## config.mk

```make
export PLATFORM = sky130hd
export DESIGN_NAME = flash_wstat_gen
export DESIGN_NICKNAME = d
export VERILOG_FILES = /design/src/rtl/flash_wstat_pkg.sv /design/src/rtl/fws_toggle.sv /design/src/rtl/fws_decode.sv /design/src/rtl/fws_compose.sv /design/src/rtl/flash_wstat_gen.sv
export SDC_FILE = /design/constraint.sdc
export NUM_CORES = 1
export LEC_CHECK = 0
export ABC_AREA = 1
export CAP_MARGIN = 20
export CORE_MARGIN = 2
export CORE_UTILIZATION = 29
export CTS_BUF_LIST = sky130_fd_sc_hd__clkbuf_8 sky130_fd_sc_hd__clkbuf_16
export CTS_CLUSTER_DIAMETER = 60
export CTS_CLUSTER_SIZE = 20
export DETAILED_ROUTE_END_ITERATION = 10
export PLACE_DENSITY_LB_ADDON = 0.25
export SETUP_SLACK_MARGIN = 0.2
export SKIP_LAST_GASP = 1
export SLEW_MARGIN = 40
export SYNTH_ARGS = -nofsm -noshare
export SYNTH_HDL_FRONTEND = slang
export SYNTH_SLANG_ARGS = --single-unit
```

## constraint.sdc

```tcl
create_clock -name clk_i -period 2.7 [get_ports clk_i]
set_input_delay 0.27 -clock clk_i [delete_from_list [all_inputs] [get_ports clk_i]]
set_output_delay 0.27 -clock clk_i [all_outputs]
set_load 0.1 [all_outputs]
```

## src/rtl/flash_wstat_pkg.sv

```systemverilog
package flash_wstat_pkg;
  typedef enum logic [1:0] {
    OP_IDLE  = 2'b00,
    OP_PROG  = 2'b01,
    OP_ERASE = 2'b10,
    OP_SUSP  = 2'b11
  } op_kind_e;

  // bit positions decoded by polling software
  localparam int unsigned BIT_POLL = 7;
  localparam int unsigned BIT_TOG  = 6;
  localparam int unsigned BIT_TMO  = 5;
  localparam int unsigned BIT_ETMR = 3;
  localparam int unsigned BIT_STOG = 2;
  localparam int unsigned MIN_DW   = 8;
endpackage

```

## src/rtl/fws_toggle.sv

```systemverilog
module fws_toggle #(
  parameter logic RST_VAL = 1'b0
) (
  input  logic clk_i,
  input  logic rst_ni,
  input  logic clr_i,
  input  logic adv_i,
  output logic q_o
);
  logic q_q;

  always_ff @(posedge clk_i or negedge rst_ni) begin
    if (!rst_ni)    q_q <= RST_VAL;
    else if (clr_i) q_q <= RST_VAL;
    else if (adv_i) q_q <= ~q_q;
  end

  assign q_o = q_q;

  a_r1_clear_value: assert property (@(posedge clk_i) disable iff (!rst_ni)
    clr_i |=> (q_o == RST_VAL));
  a_r5_adv_flips: assert property (@(posedge clk_i) disable iff (!rst_ni)
    (adv_i && !clr_i) |=> (q_o != $past(q_o)));
  a_r11_idle_holds: assert property (@(posedge clk_i) disable iff (!rst_ni)
    (!adv_i && !clr_i) |=> $stable(q_o));
endmodule

```

## src/rtl/fws_decode.sv

```systemverilog
module fws_decode
  import flash_wstat_pkg::*;
(
  input  op_kind_e kind_i,
  input  logic     bank_busy_i,
  input  logic     sec_erasing_i,
  input  logic     sec_susp_i,
  input  logic     rd_stb_i,
  output logic     stat_sel_o,
  output logic     adv_tog_o,
  output logic     adv_stog_o,
  output logic     ryby_no
);
  logic running;
  logic susp_hit;

  always_comb begin
    running    = (kind_i == OP_PROG) || (kind_i == OP_ERASE);
    susp_hit   = (kind_i == OP_SUSP) && sec_susp_i;
    stat_sel_o = bank_busy_i && (running || susp_hit);
    adv_tog_o  = rd_stb_i && bank_busy_i && running;
    adv_stog_o = rd_stb_i && bank_busy_i &&
                 (((kind_i == OP_ERASE) && sec_erasing_i) || susp_hit);
    ryby_no    = !running;
  end
endmodule

```

## src/rtl/fws_compose.sv

```systemverilog
module fws_compose
  import flash_wstat_pkg::*;
#(
  parameter int unsigned DW = 16
) (
  input  logic          stat_sel_i,
  input  op_kind_e      kind_i,
  input  logic          prog_bit_i,
  input  logic          tmo_i,
  input  logic          ewin_i,
  input  logic          tog_i,
  input  logic          stog_i,
  input  logic [DW-1:0] array_i,
  output logic [DW-1:0] rd_data_o
);
  logic [DW-1:0] stat_w;

  always_comb begin
    stat_w = '0;
    unique case (kind_i)
      OP_PROG: begin
        stat_w[BIT_POLL] = ~prog_bit_i;
        stat_w[BIT_TOG]  = tog_i;
        stat_w[BIT_TMO]  = tmo_i;
        stat_w[BIT_STOG] = stog_i;
      end
      OP_ERASE: begin
        stat_w[BIT_TOG]  = tog_i;
        stat_w[BIT_TMO]  = tmo_i;
        stat_w[BIT_ETMR] = ~ewin_i;
        stat_w[BIT_STOG] = stog_i;
      end
      OP_SUSP: begin
        stat_w[BIT_POLL] = 1'b1;
        stat_w[BIT_TOG]  = tog_i;
        stat_w[BIT_STOG] = stog_i;
      end
      default: stat_w = '0;
    endcase
    rd_data_o = stat_sel_i ? stat_w : array_i;
  end
endmodule

```

## src/rtl/flash_wstat_gen.sv

```systemverilog
module flash_wstat_gen
  import flash_wstat_pkg::*;
#(
  parameter int unsigned DW = 16
) (
  input  logic          clk_i,
  input  logic          rst_ni,
  input  logic          op_start_i,
  input  logic [1:0]    op_kind_i,
  input  logic          bank_busy_i,
  input  logic          sec_erasing_i,
  input  logic          sec_susp_i,
  input  logic          prog_bit_i,
  input  logic          tmo_i,
  input  logic          ewin_i,
  input  logic          rd_stb_i,
  input  logic [DW-1:0] array_i,
  output logic [DW-1:0] rd_data_o,
  output logic          ryby_no
);
  localparam int unsigned NTOG = 2;

  op_kind_e        kind;
  logic            stat_sel;
  logic [NTOG-1:0] adv;
  logic [NTOG-1:0] tog_q;

  assign kind = op_kind_e'(op_kind_i);

  fws_decode u_decode (
    .kind_i       (kind),
    .bank_busy_i  (bank_busy_i),
    .sec_erasing_i(sec_erasing_i),
    .sec_susp_i   (sec_susp_i),
    .rd_stb_i     (rd_stb_i),
    .stat_sel_o   (stat_sel),
    .adv_tog_o    (adv[0]),
    .adv_stog_o   (adv[1]),
    .ryby_no      (ryby_no)
  );

  // index 0: operation toggle, index 1: sector toggle
  for (genvar g = 0; g < NTOG; g++) begin : g_tog
    fws_toggle #(.RST_VAL(1'b0)) u_tog (
      .clk_i (clk_i),
      .rst_ni(rst_ni),
      .clr_i (op_start_i),
      .adv_i (adv[g]),
      .q_o   (tog_q[g])
    );
  end

  fws_compose #(.DW(DW)) u_compose (
    .stat_sel_i(stat_sel),
    .kind_i    (kind),
    .prog_bit_i(prog_bit_i),
    .tmo_i     (tmo_i),
    .ewin_i    (ewin_i),
    .tog_i     (tog_q[0]),
    .stog_i    (tog_q[1]),
    .array_i   (array_i),
    .rd_data_o (rd_data_o)
  );

  initial begin
    if (DW < MIN_DW) $error("DW below status width");
  end

  a_r2_passthrough: assert property (@(posedge clk_i) disable iff (!rst_ni)
    !bank_busy_i |-> (rd_data_o == array_i));
  a_r6_susp_poll: assert property (@(posedge clk_i) disable iff (!rst_ni)
    (kind == OP_SUSP && bank_busy_i && sec_susp_i) |-> (rd_data_o[BIT_POLL] && ryby_no));
  a_r10_busy_low: assert property (@(posedge clk_i) disable iff (!rst_ni)
    (kind == OP_PROG || kind == OP_ERASE) |-> !ryby_no);
  a_r6_susp_tog_frozen: assert property (@(posedge clk_i) disable iff (!rst_ni)
    (kind == OP_SUSP && !op_start_i) |=> $stable(rd_data_o[BIT_TOG]) || !$stable(kind)
      || !$stable(bank_busy_i) || !$stable(sec_susp_i) || !stat_sel);
endmodule

```

After elaboration in Yosys (flattened, before gate mapping)
Index checks and enable logic that the tools add are counted.
{ "word_totals": {"reg_bits": 2, "out_inout_bits": 17, "word_cells": 33} }
{ "op_classes": {"n_eq_ne": 3, "muxes": 10, "bitwise_logic": 4, "reduce_logical": 14} }
{ "op_table": {"columns": ["operator", "count"], "rows": [
  ["two-way mux 16 bit", 1],
  ["two-way mux 1 bit", 8],
  ["logical AND 1 bit", 6],
  ["== test 2 bit, second input constant", 2],
  ["NOT 1 bit", 4],
  ["nonzero test 2 bit", 2],
  ["logical OR 1 bit", 3],
  ["OR reduction 3 bit", 1],
  ["== test 2 x 1 -> 1 bit, second input constant", 1],
  ["case mux 1 bit (2 select lines)", 1],
  ["OR reduction 2 bit", 1],
  ["logical NOT 1 bit", 1]
]} }

Longest topological paths before layout
{ "logic_depth": {"depth_word": 6, "ltp_mapped": 8, "depth_no_buf": 7} }

By module
From an unflattened synthesis, not the netlist that was laid out.
{ "unflattened": {"cells_unflattened": 70, "area_unflattened_um2": 394.1} }
{ "by_module_without_submodules": {"columns": ["mod", "instances", "cells_per_inst", "area_per_inst_um2", "seq_area_each_um2"], "rows": [
  ["fws_compose", 1, 49, 250.2, 0.0],
  ["fws_toggle", 2, 6, 43.8, 25.0],
  ["fws_decode", 1, 9, 56.3, 0.0]
]} }

Least setup slack after synthesis
No wires, ideal clock.
{ "synth_path": {"kind": "input-to-output", "from": "input port op_kind_i[0]", "to": "output port rd_data_o[2]", "arrival_time_ps": 3188, "required_ps": 2430, "setup_slack_ps": -758, "path_stages": 6, "n_path_buf": 0, "path_cell_list": "inv_1 > ha_1 > inv_2 > nand2_2 > nand2_4 > o21ai_0"} }
{ "synth_via": {"elab_chain_cells": 5, "word_cells_on_any_way": 10} }
{ "synth_rtl": {"columns": ["element", "line", "text"], "rows": [
  ["start, declared", "flash_wstat_gen.sv:9", "input logic [1:0] op_kind_i,"],
  ["parallel branches: the longest is 4 deep, another holds OR reduction 3 bit", null, null],
  ["two-way mux 16 bit (*)", "fws_compose.sv:40", "rd_data_o = stat_sel_i ? stat_w : array_i;"],
  ["end, declared", "flash_wstat_gen.sv:18", "output logic [DW-1:0] rd_data_o,"]
]} }
Mark *: on every way between the ends.

Final worst setup path
{ "layout_path": {"from": "input port op_kind_i[0]", "to": "output port rd_data_o[11]"} }
{ "layout_via": {"elab_chain_cells": 5, "word_cells_on_any_way": 8} }
{ "layout_rtl": {"columns": ["element", "line", "text"], "rows": [
  ["== test 2 x 1 -> 1 bit, or another cell as far along", "fws_decode.sv:18", "running = (kind_i == OP_PROG) || (kind_i == OP_ERASE);"],
  ["logical OR 1 bit / logical AND 1 bit (equally long branches)", "fws_decode.sv:18, fws_decode.sv:19", null],
  ["logical OR 1 bit (*)", "fws_decode.sv:20", "stat_sel_o = bank_busy_i && (running || susp_hit);"],
  ["logical AND 1 bit (*)", "fws_decode.sv:20", null],
  ["two-way mux 16 bit (*)", "fws_compose.sv:40", null]
]} }
Every way passes the cells marked *; elsewhere a longest branch is shown, timed or not.

==> impl_metrics.toml <==
[synth]
synth_nets = 102
ys_ff_latch = 2
synth_cell_type_count = 16
netlist_area_sq_um = 412
postSynthAreaPerCell_sq_um = 5.88
syn_inst = 70
yosysSeqAreaShare_pct = 12.2
yosysWarnings = 0

[floorplanning]
die_h_um = 41.7
core_area_sq_um = 1320
start_util_pct = 31.2
dieWidth_um = 41.7
rows = 13
io_pins = 45
dieArea_sq_um = 1740

[sta]
fmax_ghz = 0.451
period_needed_ns = 2.22
min_period_over_period_pct = 82.1
finalSetupViolCount = 0
finalClockSkew_ns = 0
finalHoldViolCount = 0
tns_ns = 0
holdWs_ns = 0.230
setup_ws_ns = 0.485
worstMarginPinSlew_ns = 0.262
rsz0062_at_grt = "no"
report.final.slew_viol_count = 0
relSlewSlack_pct = 82.4

[clock_tree]
cts_buffer_depth = 2
cts_buffers = 3
cts_tree = "yes"
cts_setup_buffers = 0
postCtsHoldBufs = 0
clk_latency_ns = 0.20
clkTransAtPathRegs_ns = 0.03
cts_max_level = 1
cts_root_buffer = "clkbuf_8"
post_cts_resized = 0
cts.sinks = 2

[setup_path]
critical-path-top-delay-family = "buffers and inverters"
rr_startpoint = "g_tog[0].u_tog.q_o"
worstPathArrival_ns = 1.95
startpoint = "op_kind_i[0]"
slowest_stage = "clkdlybuf4s50_1"
cp_max_fo = 11
cp-start-kind = "primary input"
critPathBufInv = 5
crit_required_ns = 2.43
slowest_delay_ns = 0.52
endpoint_kind = "output pin"
crit_chain = "clkdlybuf4s50_1 -> inv_1 -> ha_1 -> inv_2 -> nand2_2 -> nand2_4 -> inv_4 -> nor2_2 -> buf_12"
critPathKind = "primary input to output pin"

[layout]
area_growth_pct = 156
final_area_sq_um = 1050
final_nets = 150
layout-drive-gt1-share_pct = 30.2
layout_commonest_cell = "clkdlybuf4s50_1"
largest_reg_flops = 2
diodes = 0
nFillCells = 91
final_cell_mix = "clkdlybuf4s50_1 (27), inv_1 (20), nand2_1 (17)"

[run]
maxCapViolCount = 0

[detailed_routing]
wl_per_cell_um = 11.1
avgViaCountPerCell = 4.37
ant_nets = 0
routed-via-count = 572
wl_um = 1450
drt_iter0_drc = 6
drc = 0
firstDrtPassIters = 4

[placed_design]
place_ws_ns = 0.476
place.port_buffers = 44
dpl_cell_area_sq_um = 1010
dpl.hpwl_um = 1360
gp_congestion = 0.723

[pwr]
leakage_nw = 0.537
vdd_drop_max_mv = 0.453
p_per_area_nw_per_um2 = 475

[grt]
grt_max_degree = 12
grt_usage_pct = 19.9
grt_overflow_total = 0
grt_pass1_wl_um = 2690
antenna_found_initial = 0
first_global_vias = 622

[status]
outcome = "completed"

[hold_path]
hold_class = "primary input to async pin"
cell families (layout without fill, tap and decap cells):
family,after synthesis,in the layout,share of synthesized area [%]
flops,2,2,12.2
fa+ha+maj,4,4,12.2
simple gates,36,36,44.1
buf+inv,23,69,25.5
compound gates,5,5,6.08
worst paths after layout:
check | slack, ns | cells past startpoint | to
worst max-delay path | 0.48 | 9 | rd_data_o[11]
max in group asynchronous | 2.35 | 1 | g_tog[0].u_tog.q_o
worst min-delay path | 0.23 | 1 | g_tog[1].u_tog.q_o
min in group clk_i | 0.54 | 2 | g_tog[1].u_tog.q_o
worst max register to register | 1.99 | 4 | g_tog[0].u_tog.q_o
worst min register to register | 0.54 | 2 | g_tog[1].u_tog.q_o
per-layer routing:
layer	global-route usage [%]	wire (um)	up-vias
li1	-	-	294
met1	22.4	534	243
met2	37.2	780	31
met3	1.74	84	4
met4	9.03	51	0
met5	0	0	-
cell usage after synthesis, drive strengths merged:
cell	instances	area share, %
buf	1	4.9
nand3	3	3.6
nor2	13	19
dfrtp	2	12
inv	22	21
a21oi	1	1.2
ha	4	12
o21ai	4	4.9
nand2	19	20
nand4	1	1.5
layout make-up:
class / instances / area, sq um / share of cell area, %
tap: 15 / 18.8 / 1.78
inverter: 22 / 85.1 / 8.09
clock buffer: 3 / 41.3 / 3.92
sequential: 2 / 50.0 / 4.76
timing repair buffer: 44 / 598 / 56.8
multi-input combinational: 45 / 259 / 24.6
metrics by stage:
step / util (%) / cells / total power, mW
2_1_floorplan: - / 70 / 0.246
3_3_place_gp: 76.7 / 128 / 0.382
3_5_place_dp: 76.7 / 128 / 0.388
4_1_cts: 79.9 / 131 / 0.503
5_1_grt: 79.9 / 131 / 0.520
6_report: 79.9 / 131 / 0.500
report_power, final:
group | internal [mW] | leakage (nW) | switching [mW] | total, mW
Clock | 0.0940 | 0.0216 | 0.0202 | 0.114
Sequential | 0.0317 | 0.0273 | 0.00104 | 0.0328
Combinational | 0.130 | 0.488 | 0.223 | 0.353
(Power assumes the default switching activity.)
